**config.mk**
```make
export PLATFORM = sky130hd
export DESIGN_NAME = dr_stall_gate
export DESIGN_NICKNAME = d
export VERILOG_FILES = /design/src/rtl/dr_stall_pkg.sv /design/src/rtl/dr_celem.sv /design/src/rtl/dr_route.sv /design/src/rtl/dr_proto_mon.sv /design/src/rtl/dr_stall_gate.sv
export SDC_FILE = /design/constraint.sdc
export NUM_CORES = 1
export LEC_CHECK = 0
export BUFFER_PORTS_ARGS = -buffer_cell sky130_fd_sc_hd__buf_2
export CORE_AREA = 2 2 39 41
export CTS_CLUSTER_SIZE = 24
export DETAILED_ROUTE_END_ITERATION = 12
export DIE_AREA = 0 0 41 43
export PLACE_DENSITY = 0.3
export SKIP_LAST_GASP = 1
export SYNTH_ARGS = -nofsm -noshare
export SYNTH_HDL_FRONTEND = slang
export SYNTH_SLANG_ARGS = --single-unit
```
**constraint.sdc**
```tcl
create_clock -name clk_i -period 1.1 [get_ports clk_i]
set_clock_uncertainty 0.05 [all_clocks]
set_input_delay 0.22 -clock clk_i [delete_from_list [all_inputs] [get_ports clk_i]]
set_output_delay 0.22 -clock clk_i [all_outputs]
set_load 0.05 [all_outputs]
```
**src/rtl/dr_stall_pkg.sv**
```systemverilog
package dr_stall_pkg;
  localparam int unsigned RAILS = 2;   // index 1 = true rail, 0 = false rail
  localparam int unsigned RAIL_T = 1;
  localparam int unsigned RAIL_F = 0;

  typedef logic [RAILS-1:0] dr_bit_t;

  localparam dr_bit_t DR_NULL = 2'b00;
  localparam dr_bit_t DR_V0   = 2'b01;
  localparam dr_bit_t DR_V1   = 2'b10;

  function automatic logic dr_valid(dr_bit_t b);
    return b[RAIL_T] ^ b[RAIL_F];
  endfunction

  function automatic logic dr_illegal(dr_bit_t b);
    return b[RAIL_T] & b[RAIL_F];
  endfunction
endpackage

```
**src/rtl/dr_celem.sv**
```systemverilog
module dr_celem #(
  parameter int unsigned N_IN = 2
) (
  input  logic            clk_i,
  input  logic            rst_ni,
  input  logic [N_IN-1:0] in_i,
  output logic            out_o
);
  logic all_hi, all_lo;
  assign all_hi = &in_i;
  assign all_lo = ~|in_i;

  always_ff @(posedge clk_i or negedge rst_ni) begin
    if (!rst_ni)     out_o <= 1'b0;
    else if (all_hi) out_o <= 1'b1;
    else if (all_lo) out_o <= 1'b0;
  end

  AST_CEL_HOLD: assert property (@(posedge clk_i) disable iff (!rst_ni)
    (!$past(all_hi) && !$past(all_lo)) |-> $stable(out_o));
endmodule

```
**src/rtl/dr_route.sv**
```systemverilog
module dr_route
  import dr_stall_pkg::*;
(
  input  dr_bit_t op_i,
  input  dr_bit_t sel_i,
  output dr_bit_t byp_o,
  output dr_bit_t stl_o
);
  for (genvar r = 0; r < RAILS; r++) begin : g_rail
    assign byp_o[r] = op_i[r] & sel_i[RAIL_F];
    assign stl_o[r] = op_i[r] & sel_i[RAIL_T];
  end
endmodule

```
**src/rtl/dr_proto_mon.sv**
```systemverilog
module dr_proto_mon
  import dr_stall_pkg::*;
#(
  parameter int unsigned N_PAIR = 2
) (
  input  logic                    clk_i,
  input  logic                    rst_ni,
  input  logic [N_PAIR*RAILS-1:0] pairs_i,
  output logic                    err_o
);
  logic [N_PAIR-1:0] bad;
  for (genvar p = 0; p < N_PAIR; p++) begin : g_pair
    assign bad[p] = dr_illegal(pairs_i[p*RAILS +: RAILS]);
  end

  always_ff @(posedge clk_i or negedge rst_ni) begin
    if (!rst_ni)  err_o <= 1'b0;
    else if (|bad) err_o <= 1'b1;
  end

  AST_ERR_STICKY: assert property (@(posedge clk_i) disable iff (!rst_ni)
    err_o |=> err_o);
  AST_ERR_SETS: assert property (@(posedge clk_i) disable iff (!rst_ni)
    (|bad) |=> err_o);
endmodule

```
**src/rtl/dr_stall_gate.sv**
```systemverilog
module dr_stall_gate
  import dr_stall_pkg::*;
(
  input  logic clk_i,
  input  logic rst_ni,
  input  logic op_t_i,
  input  logic op_f_i,
  input  logic sel_t_i,
  input  logic sel_f_i,
  input  logic wb_ack_i,
  output logic out_t_o,
  output logic out_f_o,
  output logic stat_rd_o,
  output logic proto_err_o
);
  dr_bit_t op, sel, byp, stl, held, out;

  assign op  = {op_t_i, op_f_i};
  assign sel = {sel_t_i, sel_f_i};

  dr_route u_route (
    .op_i  (op),
    .sel_i (sel),
    .byp_o (byp),
    .stl_o (stl)
  );

  // one completion gate per rail, joined with the write-back acknowledge
  for (genvar r = 0; r < RAILS; r++) begin : g_gate
    dr_celem #(.N_IN(2)) u_cel (
      .clk_i  (clk_i),
      .rst_ni (rst_ni),
      .in_i   ({wb_ack_i, stl[r]}),
      .out_o  (held[r])
    );
  end

  // merge
  assign out       = byp | held;
  assign out_t_o   = out[RAIL_T];
  assign out_f_o   = out[RAIL_F];
  assign stat_rd_o = |held;

  dr_proto_mon #(.N_PAIR(2)) u_mon (
    .clk_i   (clk_i),
    .rst_ni  (rst_ni),
    .pairs_i ({op, sel}),
    .err_o   (proto_err_o)
  );

  AST_RELEASE_NEEDS_ACK: assert property (@(posedge clk_i) disable iff (!rst_ni)
    $rose(|held) |-> $past(wb_ack_i));
  AST_RTZ_NEEDS_ACK_LOW: assert property (@(posedge clk_i) disable iff (!rst_ni)
    $fell(|held) |-> !$past(wb_ack_i));
  AST_BYPASS_NO_WAIT: assert property (@(posedge clk_i) disable iff (!rst_ni)
    (sel == DR_V0 && dr_valid(op) && !(|held)) |-> (out == op));
  AST_STALL_BLOCKS: assert property (@(posedge clk_i) disable iff (!rst_ni)
    ($past(sel) == DR_V1 && !$past(wb_ack_i) && !$past(|held)) |-> !(|held));
endmodule

```
# Yosys cells after proc, flatten, opt, wreduce, memory -nomap -nowiden
# Index checks and enable logic that the tools add are counted.
# op_classes
n_addsub	0
mul	0
div	0
magnitude_cmp	0
n_eq_ne	2
n_shift	0
n_mux	4
bitwise	7
reduce_logical	6
# ops
operator	n
2-bit OR reduction	4
1-bit bitwise AND	6
1-bit two-way mux	4
2-bit by 1-bit != test with 1-bit output (second input constant)	2
2-bit AND reduction	2
2-bit OR	1
# totals
regBits	3
latchBits	0
ramBits	0
mem_bits_ro	0
input_bits	7
output_inout_bits	4
elab_cells	22
n_memories	0

# Depth between registers and ports, before layout
# logic_depth
word_depth	4
mapped_depth	3
mapped_depth_nobuf	3

# Hierarchy
# Synthesis repeated with hierarchy kept, for this count alone.
# unflattened
hier_cells	15
hier_area_um2	183.9
# modules_own_cells
module	instances	cells_each	area_each_um2	seq_area_each_um2
dr_celem	2	3	52.6	25.0
dr_proto_mon	1	2	35.0	25.0
dr_route	1	4	25.0	0.0
dr_stall_gate	1	3	18.8	0.0

# Worst setup path after synthesis
# OpenSTA, ideal clock, no wires.
# synth_timing
path_type	input-to-reg
start	input port op_f_i
end	register g_gate[0].u_cel.out_o
setup_time_ns	0.125
arrival_ns	0.965
required_ns	0.925
slack_ns	-0.040
cell_stages	3
n_path_buf	0
path_cell_list	and2_2 ha_1 mux2_2
# synth_between
elab_chain_len	3
word_cells_on_any_way	5
classes_between	eq/ne: 1; mux: 1; bitwise: 1; reduce/logical: 2
# synth_lines
element	line_no	text
from (decl)	dr_stall_gate.sv:7	input logic op_f_i,
1-bit bitwise AND (*)	dr_route.sv:11	assign stl_o[r] = op_i[r] & sel_i[RAIL_T];
2-bit OR reduction / 2-bit AND reduction (equally long branches)	dr_celem.sv:11, dr_celem.sv:10	
2-bit by 1-bit != test with 1-bit output (no line) / 1-bit two-way mux (equally long branches)	--	
to (signal assigned)	dr_celem.sv:14	if (!rst_ni) out_o <= 1'b0;
to (signal assigned)	dr_celem.sv:15	else if (all_hi) out_o <= 1'b1;
to (signal assigned)	dr_celem.sv:16	else if (all_lo) out_o <= 1'b0;
to (decl)	dr_celem.sv:7	output logic out_o
# Every way passes the cells marked *; elsewhere a longest branch is shown, timed or not.
# A chain may end at the register's enable or synchronous reset.

# Worst setup path in the final report
# layout_timing
start	register g_gate[1].u_cel.out_o
end	output port out_t_o
# layout_between
elab_chain_len	1
# layout_lines
element	line_no	text
from (decl)	dr_celem.sv:7	
from (signal assigned)	dr_celem.sv:14	
from (signal assigned)	dr_celem.sv:15	
from (signal assigned)	dr_celem.sv:16	
2-bit OR	dr_stall_gate.sv:39	assign out = byp | held;
to (decl)	dr_stall_gate.sv:11	output logic out_t_o,
# Every way passes these cells.

==> results.md <==
* Die Y at roughly 43 um
* Most frequent cells in the layout: buf_2, buf_4, clkbuf_4, dfrtp_1, buf_6
* DRT Wirelength at 452 um
* Num CTS Buffers at 3
* Worst Slack Setup Final at -196.8 ps
* Worst Path Max Fanout at 2
* Worst skew pair latency at between 200 and 250 ps
* Worst-Margin Slew at approximately 150 ps
* Status: finished with violations
* Mean Syn Cell Area at roughly 13 um^2
* R2R depth at 2
* Syn Inst Count at 13
* Hold WS at between 200 and 250 ps
* IO Port Bufs at 10
* GRT overflow at 0
* Violated checks: negative setup slack
* DIE AREA at between 1500 and 2000 um^2
* # IOs at 11
* Initial antenna violation count at 0
* Met3 Wirelength at 12 um
* Synthesized area at roughly 170 um^2
* CP Capture Point: out_t_o
* P_leak at 0.1819 nW
* Synth unique cells at 7
* Final hold viol count at 0
* Synth warnings at 0
* Final critical-path required period at about 1300 ps
* Setup violations, final at 3
* Worst reg-to-reg setup slack at ~150 ps
* Total Nets Final at 42
* Top-area cell type share of the netlist area at 44.44%
* Vias/cell at approximately 3.5
* Core footprint at between 1000 and 1500 um^2
* Multi-input gate area at between 100 and 150 um^2
* Drt drc at 0
* Startpoint types: register
* Hold WC Path Type: input port to register
* Synth Net Count at 22
* R2r endpoint: g_gate[0].u_cel.out_o$_DFFE_PN0P_
* TritonRoute pass-1 iters at 2
* Antenna-violating nets left at 0
* Worst slack, placed at -153.2 ps
* CP Launch Point: g_gate[1].u_cel.out_o$_DFFE_PN0P_
* CTS sink cnt at 3
* Reg-to-reg startpoint: g_gate[0].u_cel.out_o$_DFFE_PN0P_
* Cell Pwr Density at 1299 nW/um^2
* H-tree depth at 1
* Share of layout cells above drive strength 1 at roughly 75%
* Rows at 14
* Worst EP required at roughly 830 ps
* Area delta synth->final at 115.6%
* CTS tree: built
* Ant. Diodes at 0
* Gr usage total at approximately 8.5%
* Cell accounting for the most synthesized area: dfrtp_1
* Crit Path Class: register to output port
* RSZ-0062 raised after global routing: yes
* Yosys reg bits at 3
* DR WL/cell at between 9 and 10 um
* Maxcap violations at 0
* Max Freq at between 700 and 800 MHz
* Largest net degree at the start of global routing at 4
* Routed via count at roughly 170
* Starting Density at between 10% and 20%
* Clk buf depth at 2
* Met2 WL at 274 um
* Crit path DAT at a little over 1000 ps
* Vias in the first global route at 213
* Fillers at between 100 and 150
* Max-slew violations at 0
* Rel. slew slack at 90.30%
* Uppermost routed layer: met3
* GPL Wtd Cong at about 0.56
* Clock Tree Root: clkbuf_4
* Most common cell after layout, fill and taps aside: buf_2
* Die W at about 41 um
* First-pass GRT wire length at 890 um
* CP endpoint kind: output port
* FF+latch area at ~75 um^2
* 1st-iter DRT viols at 2
* CTS clk-pin slew, worst paths at approximately 30 ps
* Sequential fraction of the synthesis area at between 40% and 50%
* Tcrit/Tclk final at 117.9%
* Worst ir drop on vdd at between 500 and 600 uV
* Met1 Wirelength at about 170 um
* Leading post-synthesis cells by cell area: dfrtp_1, ha_1, mux2_2
==> layer usage <==
metal	GRT usage [%]	vias up
li1	-	85
met1	8.682	79
met2	11.56	3
met3	3.141	0
met4	10.00	0
met5	0	-
==> worst max-delay path, cell delays in order (launching register included) <==
cell and delay (ps):
dfrtp_1 380, buf_6 120, a21o_1 150, buf_6 150
==> synthesized netlist by cell type <==
master / instances
dfrtp_1: 3
a221o_1: 1
mux2_2: 2
or2_2: 1
and2_2: 2
a21o_1: 2
ha_1: 2
==> through the flow <==
| stage | cells | instance area (um^2) | util [%] | power [mW] | setup TNS [ps] |
|---|---|---|---|---|---|
| 2_1_floorplan | 13 | 196.4 | - | 0.2030 | 0 |
| 3_3_place_gp | 42 | 289.0 | 20.89 | 0.2489 | -309.5 |
| 3_5_place_dp | 42 | 289.0 | 20.89 | 0.2516 | -332.9 |
| 4_1_cts | 48 | 364.1 | 26.31 | 0.4898 | -528.4 |
| 5_1_grt | 48 | 364.1 | 26.31 | 0.5085 | -625.7 |
| 6_report | 48 | 364.1 | 26.31 | 0.4729 | -489.2 |
==> state kept, by name, summed over array words and instances, names as in the netlist <==
name                cells
g_gate.u_cel.out_o      2
u_mon.err_o             1
==> layout make-up <==
| type | count | area share, % |
|---|---|---|
| timing repair buffer | 15 | 32.65 |
| sequential | 3 | 20.62 |
| multi-input combinational | 10 | 34.02 |
| clock buffer | 4 | 7.216 |
| tap | 16 | 5.498 |
==> where the power goes <==
group / leakage [nW] / switching [mW] / internal (mW) / total, mW
Combinational: 0.131 / 0.0806 / 0.0815 / 0.162
Clock: 0.0150 / 0.0533 / 0.136 / 0.189
Sequential: 0.0357 / 0.00474 / 0.117 / 0.122
==> timing repair <==
item	4_1_cts	5_1_grt
resized for setup	10	0
hold endpoints to repair	3	0
buffers inserted	1	0
setup endpoints to repair	4	3
hold buffers	1	0
==> how the worst min path moves through the flow <==
stage	slack (ps)	cells after the start	end	startpoint
after global routing	240	2	u_mon.err_o$_DFFE_PN0P_	sel_f_i
after detailed placement	-30	1	g_gate[0].u_cel.out_o$_DFFE_PN0P_	rst_ni
after floorplan	-130	0	g_gate[0].u_cel.out_o$_DFFE_PN0P_	rst_ni
after global placement	-30	1	g_gate[0].u_cel.out_o$_DFFE_PN0P_	rst_ni
final	240	2	u_mon.err_o$_DFFE_PN0P_	sel_f_i
after CTS	220	2	u_mon.err_o$_DFFE_PN0P_	sel_f_i
==> logic make-up (layout without fill, tap and decap cells) <==
| group | count (synthesis) | count (layout) | synth area share (%) |
|---|---|---|---|
| adders and majority gates | 2 | 2 | 14.81 |
| buffers and inverters | 0 | 19 | 0 |
| DFF | 3 | 3 | 44.44 |
| AOI/OAI and AO/OA | 3 | 3 | 14.81 |
| and+or+nand+nor | 3 | 3 | 12.59 |
| muxes | 2 | 2 | 13.33 |
Note: power is estimated with default switching activity, not from simulation.
